<file path="src/rtl/vidcap_pkg.sv">
package vidcap_pkg;
  localparam int ST_W        = 4;
  localparam int ST_LINE_OF  = 0;
  localparam int ST_LINE_UF  = 1;
  localparam int ST_FRAME_OF = 2;
  localparam int ST_FRAME_UF = 3;
endpackage

</file>
<file path="src/rtl/vidcap_sync.sv">
module vidcap_sync #(
  parameter int STAGES = 2
) (
  input  logic clk,
  input  logic rst,
  input  logic raw_i,
  input  logic pol_i,
  output logic edge_o
);
  logic [STAGES-1:0] st;

  // st[0] is the newest sample, normalised so that 1 means active
  always_ff @(posedge clk) begin
    if (rst) st <= '0;
    else     st <= {st[STAGES-2:0], ~(raw_i ^ pol_i)};
  end

  assign edge_o = st[STAGES-2] & ~st[STAGES-1];

  // an active edge can never be reported in two consecutive cycles
  assert_edge_single_R1: assert property (@(posedge clk) disable iff (rst)
    edge_o |=> !edge_o);
endmodule

</file>
<file path="src/rtl/vidcap_line_track.sv">
module vidcap_line_track #(
  parameter int CNT_W = 16
) (
  input  logic             clk,
  input  logic             rst,
  input  logic             en,
  input  logic             ledge,
  input  logic [CNT_W-1:0] period,
  output logic             line_of,
  output logic             line_uf
);
  logic [CNT_W-1:0] cnt;
  logic             armed;

  always_ff @(posedge clk) begin
    if (rst || !en) begin
      cnt     <= '0;
      armed   <= 1'b0;
      line_of <= 1'b0;
      line_uf <= 1'b0;
    end else begin
      if (ledge) begin
        armed <= 1'b1;
        cnt   <= {{(CNT_W-1){1'b0}}, 1'b1};
        if (armed && cnt < period) line_uf <= 1'b1;
      end else if (cnt != {CNT_W{1'b1}}) begin
        cnt <= cnt + 1'b1;
      end
      if (armed && cnt > period) line_of <= 1'b1;
    end
  end

  assert_line_sticky_R7: assert property (@(posedge clk) disable iff (rst)
    (en && line_of && line_uf) |=> (line_of && line_uf) || (line_of || line_uf));
  assert_line_of_keep_R7: assert property (@(posedge clk) disable iff (rst)
    (en && line_of) |=> line_of);
  assert_line_clear_R7: assert property (@(posedge clk) disable iff (rst)
    !en |=> (!line_of && !line_uf));
  assert_line_unarmed_R6: assert property (@(posedge clk) disable iff (rst)
    !armed |-> (!line_of && !line_uf));
  assert_uf_at_edge_R4: assert property (@(posedge clk) disable iff (rst)
    $rose(line_uf) |-> $past(ledge));
endmodule

</file>
<file path="src/rtl/vidcap_frame_track.sv">
module vidcap_frame_track #(
  parameter int CNT_W = 16
) (
  input  logic             clk,
  input  logic             rst,
  input  logic             en,
  input  logic             ledge,
  input  logic             fedge,
  input  logic [CNT_W-1:0] frame_lines,
  output logic             frame_of,
  output logic             frame_uf
);
  logic [CNT_W-1:0] lcnt;
  logic             armed;

  always_ff @(posedge clk) begin
    if (rst || !en) begin
      lcnt     <= '0;
      armed    <= 1'b0;
      frame_of <= 1'b0;
      frame_uf <= 1'b0;
    end else begin
      if (fedge) begin
        armed <= 1'b1;
        lcnt  <= {{(CNT_W-1){1'b0}}, ledge};
        if (armed && lcnt < frame_lines) frame_uf <= 1'b1;
      end else if (ledge && lcnt != {CNT_W{1'b1}}) begin
        lcnt <= lcnt + 1'b1;
      end
      if (armed && lcnt > frame_lines) frame_of <= 1'b1;
    end
  end

  assert_frame_of_keep_R7: assert property (@(posedge clk) disable iff (rst)
    (en && frame_of) |=> frame_of);
  assert_frame_uf_keep_R7: assert property (@(posedge clk) disable iff (rst)
    (en && frame_uf) |=> frame_uf);
  assert_frame_unarmed_R6: assert property (@(posedge clk) disable iff (rst)
    !armed |-> (!frame_of && !frame_uf));
  assert_frame_uf_at_edge_R5: assert property (@(posedge clk) disable iff (rst)
    $rose(frame_uf) |-> $past(fedge));
endmodule

</file>
<file path="src/rtl/vidcap_sampler.sv">
module vidcap_sampler #(
  parameter int DATA_W = 8,
  parameter int CNT_W  = 16
) (
  input  logic              clk,
  input  logic              rst,
  input  logic              en,
  input  logic              ledge,
  input  logic              fedge,
  input  logic [DATA_W-1:0] din,
  input  logic [CNT_W-1:0]  nsamp,
  output logic              out_valid,
  output logic [DATA_W-1:0] out_data,
  output logic              out_sof,
  output logic              out_eol
);
  logic [CNT_W-1:0] remain;
  logic             sof_pend;

  always_ff @(posedge clk) begin
    if (rst || !en) begin
      remain    <= '0;
      sof_pend  <= 1'b0;
      out_valid <= 1'b0;
      out_sof   <= 1'b0;
      out_eol   <= 1'b0;
      out_data  <= '0;
    end else if (ledge) begin
      sof_pend <= 1'b0;
      if (nsamp != '0) begin
        out_valid <= 1'b1;
        out_data  <= din;
        out_sof   <= sof_pend | fedge;
        out_eol   <= (nsamp == {{(CNT_W-1){1'b0}}, 1'b1});
        remain    <= nsamp - 1'b1;
      end else begin
        out_valid <= 1'b0;
        out_sof   <= 1'b0;
        out_eol   <= 1'b0;
        remain    <= '0;
      end
    end else begin
      sof_pend <= sof_pend | fedge;
      out_sof  <= 1'b0;
      if (remain != '0) begin
        out_valid <= 1'b1;
        out_data  <= din;
        out_eol   <= (remain == {{(CNT_W-1){1'b0}}, 1'b1});
        remain    <= remain - 1'b1;
      end else begin
        out_valid <= 1'b0;
        out_eol   <= 1'b0;
      end
    end
  end

  assert_marks_need_valid_R3: assert property (@(posedge clk) disable iff (rst)
    (out_sof || out_eol) |-> out_valid);
  assert_stream_stops_R7: assert property (@(posedge clk) disable iff (rst)
    !en |=> !out_valid);
endmodule

</file>
<file path="src/rtl/vidcap_port.sv">
module vidcap_port
  import vidcap_pkg::*;
#(
  parameter int DATA_W      = 8,
  parameter int CNT_W       = 16,
  parameter int SYNC_STAGES = 2
) (
  input  logic              clk,
  input  logic              rst,
  input  logic              en,
  input  logic              line_pol,
  input  logic              frame_pol,
  input  logic [DATA_W-1:0] pix_in,
  input  logic              line_sync_in,
  input  logic              frame_sync_in,
  input  logic [CNT_W-1:0]  line_period,
  input  logic [CNT_W-1:0]  samp_count,
  input  logic [CNT_W-1:0]  frame_lines,
  output logic              out_valid,
  output logic [DATA_W-1:0] out_data,
  output logic              out_sof,
  output logic              out_eol,
  output logic [ST_W-1:0]   status
);
  localparam int DLY = SYNC_STAGES - 1;

  logic ledge, fedge;
  logic line_of, line_uf, frame_of, frame_uf;
  logic [DATA_W-1:0] dpipe [DLY];

  vidcap_sync #(.STAGES(SYNC_STAGES)) u_line_sync (
    .clk(clk), .rst(rst), .raw_i(line_sync_in), .pol_i(line_pol), .edge_o(ledge));

  vidcap_sync #(.STAGES(SYNC_STAGES)) u_frame_sync (
    .clk(clk), .rst(rst), .raw_i(frame_sync_in), .pol_i(frame_pol), .edge_o(fedge));

  // pixel delay matched to the sync stages so data lines up with the edge
  for (genvar i = 0; i < DLY; i++) begin : g_dly
    if (i == 0) begin : g_first
      always_ff @(posedge clk) begin
        if (rst) dpipe[i] <= '0;
        else     dpipe[i] <= pix_in;
      end
    end else begin : g_rest
      always_ff @(posedge clk) begin
        if (rst) dpipe[i] <= '0;
        else     dpipe[i] <= dpipe[i-1];
      end
    end
  end

  vidcap_sampler #(.DATA_W(DATA_W), .CNT_W(CNT_W)) u_sampler (
    .clk(clk), .rst(rst), .en(en), .ledge(ledge), .fedge(fedge),
    .din(dpipe[DLY-1]), .nsamp(samp_count),
    .out_valid(out_valid), .out_data(out_data), .out_sof(out_sof), .out_eol(out_eol));

  vidcap_line_track #(.CNT_W(CNT_W)) u_line_track (
    .clk(clk), .rst(rst), .en(en), .ledge(ledge), .period(line_period),
    .line_of(line_of), .line_uf(line_uf));

  vidcap_frame_track #(.CNT_W(CNT_W)) u_frame_track (
    .clk(clk), .rst(rst), .en(en), .ledge(ledge), .fedge(fedge),
    .frame_lines(frame_lines), .frame_of(frame_of), .frame_uf(frame_uf));

  always_comb begin
    status              = '0;
    status[ST_LINE_OF]  = line_of;
    status[ST_LINE_UF]  = line_uf;
    status[ST_FRAME_OF] = frame_of;
    status[ST_FRAME_UF] = frame_uf;
  end
endmodule

</file>
<file path="config.mk">
export PLATFORM = sky130hd
export DESIGN_NAME = vidcap_port
export DESIGN_NICKNAME = d
export VERILOG_FILES = /design/src/rtl/vidcap_pkg.sv /design/src/rtl/vidcap_sync.sv /design/src/rtl/vidcap_line_track.sv /design/src/rtl/vidcap_frame_track.sv /design/src/rtl/vidcap_sampler.sv /design/src/rtl/vidcap_port.sv
export SDC_FILE = /design/constraint.sdc
export NUM_CORES = 1
export LEC_CHECK = 0
export ABC_CLOCK_PERIOD_IN_PS = 5500
export BUFFER_PORTS_ARGS = -buffer_cell sky130_fd_sc_hd__buf_2
export CORE_MARGIN = 2
export CORE_UTILIZATION = 63
export CTS_BUF_LIST = sky130_fd_sc_hd__clkbuf_4
export DETAILED_ROUTE_END_ITERATION = 6
export PLACE_DENSITY = 0.85
export SLEW_MARGIN = 20
export SYNTH_ARGS = -nofsm -noshare
export SYNTH_HDL_FRONTEND = slang
export SYNTH_SLANG_ARGS = --single-unit
</file>
<file path="constraint.sdc">
create_clock -name clk -period 5.5 [get_ports clk]
set_input_delay 1.1 -clock clk [delete_from_list [all_inputs] [get_ports clk]]
set_output_delay 1.1 -clock clk [all_outputs]
set_load 0.05 [all_outputs]
</file>
==> flow_summary.ini <==
[global_route]
antenna_found_initial = 0
grt_max_degree = 22
grt_overflow_total = 0
grtUsageTotal_pct = 26.7
grt_pass1_vias = 4052
grt_pass1_wl_mm = 18.1

[final_layout]
nNetsFinal = 730
syn_to_final_growth_pct = 12.4
antenna_cells = 0
instances_no_fill = 731
drive_gt1_share_pct = 17.6
fill_cells = 600

[logic_synthesis]
ys_seq_elements = 78
synth.lib_cells_used.distinct = 62
synth_edf_count = 0
ys_warn_count = 0
synth.cell_area_um2 = 4700
postSynthCellCount = 559
synth_fp_nets = 662
synth_ff_type = dfxtp_1
synth-async-reset-ratio_pct = 0
synth.avg_cell_area_um2 = 8.40
synth_seq_area_share_pct = 33.2

[clocking]
clockBufferDepth = 2
post_cts_buffers = 0
holdBufCountCts = 0
clkLatencyLatePin_ns = 0.43
cts_sinks = 78
cts.repair.resized = 0
htreeDepth = 3
path_clk_slew_ns = 0.13
cts_buffers = 9
cts_tree = done
root_buffer = clkbuf_4

[die]
core_um2 = 7250
die_area_um2 = 8160
rows = 31
initial_utilization_pct = 64.8
die_w_um = 90.3
die_h_um = 90.3
io_pins = 78

[drt]
postRouteAntennaNets = 0
drc_errors = 0
drtIter0Drc = 265
vias_per_cell = 5.89
routed_wl_mm = 10.6
wl_per_cell_um = 14.5
first_pass_iters = 6
num_vias = 4308

[worst_setup_path]
cp.depth = 6
cp_num_buf_inv = 1
arrival_ns = 3.04
worstRegToRegCells = 5
required_ns = 5.86
cpMaxStageDelayCell = nor2_1
cpPeakStageDelay_ns = 0.54
path_cells = buf_2 > nor4_1 > nand4_1 > nor2_1 > o21ai_0 > a21oi_1
end_kind = flip-flop
crit_family = simple AND/OR/NAND/NOR gates
cp_max_fo = 9
start_kind = input port
path_class = in -> reg

[placement]
gp_congestion = 0.889
hpwl_mm = 8.12
place.port_buffers = 77
dp.cells = 715

[timing]
fin_crit_sh_pct = 48.8
worst_slew_pin_slew_ns = 1.07
setup_violations = 0
slew_viol_final = 0
hold_viol = 0
max_slew_margin_pct = 28.3
skew_ns = 0.0125
timing.fmax_ghz = 0.372
layout_min_cycle_time_ns = 2.68
rsz0062_at_grt = false
final.setup.tns_ns = 0

[worst_hold_path]
hold_class = reg -> reg
hold_depth = 2

[run]
drv_cap = 0

[power_and_ir_drop]
power.switching_w = 0.000725
clock_power_share_pct = 21.5
p_comb_share_pct = 41.3
pwr-share-seq_pct = 37.1
p_leak_nw = 2.27
powerDensity_nw_per_um2 = 353
peakVddDrop_uv = 223
swShare_pct = 38.9
p_int_w = 0.00114

[outcome]
status = finished clean
## state kept, by name, indices dropped and copies added, names as in the netlist
register and count:
u_frame_track.lcnt 16, u_line_track.cnt 16, u_sampler.remain 16, dpipe 8, u_sampler.out_data 8, u_frame_sync.st 2
u_line_sync.st 2, u_frame_track.armed 1, u_frame_track.frame_of 1, u_frame_track.frame_uf 1, u_line_track.armed 1, u_line_track.line_of 1
u_line_track.line_uf 1, u_sampler.out_eol 1, u_sampler.out_sof 1, u_sampler.out_valid 1, u_sampler.sof_pend 1
## cell usage in the layout (no fill, tap or decap), types with 4 or more instances in the layout
| master | n |
|---|---|
| o21ai_0 | 17 |
| ha_1 | 40 |
| xnor2_1 | 35 |
| xor2_1 | 8 |
| nor3b_1 | 4 |
| nor4_1 | 6 |
| nand4_1 | 21 |
| nand2_1 | 28 |
| a211oi_1 | 6 |
| a21oi_1 | 36 |
| nand3_1 | 29 |
| dfxtp_1 | 78 |
| nand4b_1 | 4 |
| nor3_1 | 17 |
| nor2_1 | 62 |
| buf_2 | 77 |
| and3_1 | 6 |
| and4_1 | 6 |
| nand2b_1 | 4 |
| clkbuf_4 | 10 |
| inv_1 | 40 |
| a22oi_1 | 9 |
| or3_1 | 4 |
| nor2b_1 | 15 |
## through the flow
stage	worst slack, ns	cell area (um2)	utilization [%]	total power [W]	hold WS [ns]
floorplan	3.01	4700	-	0.00131	0.426
global placement	2.65	5110	70.5	0.00143	0.435
detailed placement	2.51	5110	70.5	0.00146	0.443
CTS	2.86	5280	72.8	0.00186	0.460
global route	2.57	5280	72.8	0.00198	0.477
finish	2.82	5280	72.8	0.00186	0.460
## final cells by class
| type | instances | area (um2) | area share (%) |
|---|---|---|---|
| Timing Repair Buffer | 79 | 400 | 7.58 |
| Clock inverter | 6 | 93.8 | 1.78 |
| Clock buffer | 10 | 75.1 | 1.42 |
| Tap cell | 99 | 124 | 2.35 |
| Multi-Input combinational cell | 419 | 2880 | 54.5 |
| Inverter | 40 | 150 | 2.84 |
| Sequential cell | 78 | 1560 | 29.6 |
## power by group through the flow
| stage | sequential [W] | clock [W] | combinational [W] |
|---|---|---|---|
| floorplan | 0.000719 | 0 | 0.000592 |
| global placement | 0.000700 | 0 | 0.000729 |
| detailed placement | 0.000703 | 0 | 0.000754 |
| CTS | 0.000691 | 0.000405 | 0.000761 |
| global route | 0.000702 | 0.000430 | 0.000850 |
| finish | 0.000692 | 0.000402 | 0.000771 |
## synth_stat cells, types with 2 or more instances
cell type	count	share of area, %
nor2_1	62	5.0
a22oi_1	9	1.4
nor4_1	6	0.80
and2_1	3	0.40
or2_2	3	0.40
o211ai_1	2	0.32
a31oi_1	3	0.40
nor2b_1	15	2.0
and4_1	6	1.1
clkbuf_1	10	0.80
o21a_1	2	0.32
nand4_1	21	2.8
or3_1	4	0.53
a22o_1	2	0.37
nor3_1	17	1.8
nor3b_1	4	0.64
buf_2	7	0.75
and4b_1	2	0.43
nand2_1	28	2.2
nand3_1	29	3.1
nor4_2	2	0.53
xnor2_1	35	6.5
o21ai_0	17	1.8
nor4b_1	3	0.56
nor3_2	2	0.43
a41oi_1	2	0.37
ha_1	40	11
a21boi_0	2	0.32
o41ai_1	2	0.37
nor4_4	3	1.4
xor2_1	8	1.5
and3_1	6	0.80
nand3b_1	2	0.32
inv_1	40	3.2
a21o_1	3	0.48
nand2b_1	4	0.53
a21oi_1	36	3.8
buf_4	5	0.80
a211oi_1	6	0.96
o21bai_1	2	0.32
dfxtp_1	78	33
mux2i_1	3	0.64
nand4b_1	4	0.75
## worst register-to-register path, cell delays in order (launching register included)
cell     delay (ns)
dfxtp_1        0.48
nand4_1        0.20
nor3_1         0.90
nand2_1        0.33
xnor2_1        0.24
a21oi_1        0.09
## routing by layer
layer / track usage [%] / wire, um / up-vias
met1: 34.4 / 4630 / 1999
li1: - / - / 2136
met5: 0 / 0 / -
met2: 46.2 / 5180 / 154
met4: 7.95 / 159 / 0
met3: 4.01 / 658 / 19
## final timing paths
| check | slack, ns | start | end |
|---|---|---|---|
| worst max-delay path | 2.82 | samp_count[12] | u_sampler.out_data[3]$_SDFFE_PP0P_ |
| worst min-delay path | 0.46 | dpipe[0][4]$_SDFF_PP0_ | u_sampler.out_data[4]$_SDFFE_PP0P_ |
| worst max register to register | 3.11 | u_line_track.cnt[3]$_SDFFE_PP0P_ | u_line_track.cnt[0]$_SDFFE_PP0P_ |
| worst min register to register | 0.46 | dpipe[0][4]$_SDFF_PP0_ | u_sampler.out_data[4]$_SDFFE_PP0P_ |
## kinds of logic (layout without fill, tap and decap cells)
family / count (synthesis) / count (layout) / share of synthesized area [%]
XOR/XNOR: 43 / 43 / 8.02
AO/OA/AOI/OAI: 101 / 101 / 13.9
multiplexers: 3 / 3 / 0.639
buffers and inverters: 62 / 135 / 5.54
adder cells (fa/ha/maj): 40 / 40 / 10.7
AND/OR/NAND/NOR: 232 / 232 / 28.0
flip-flops: 78 / 78 / 33.2
Note: power is estimated with default switching activity, not from simulation.
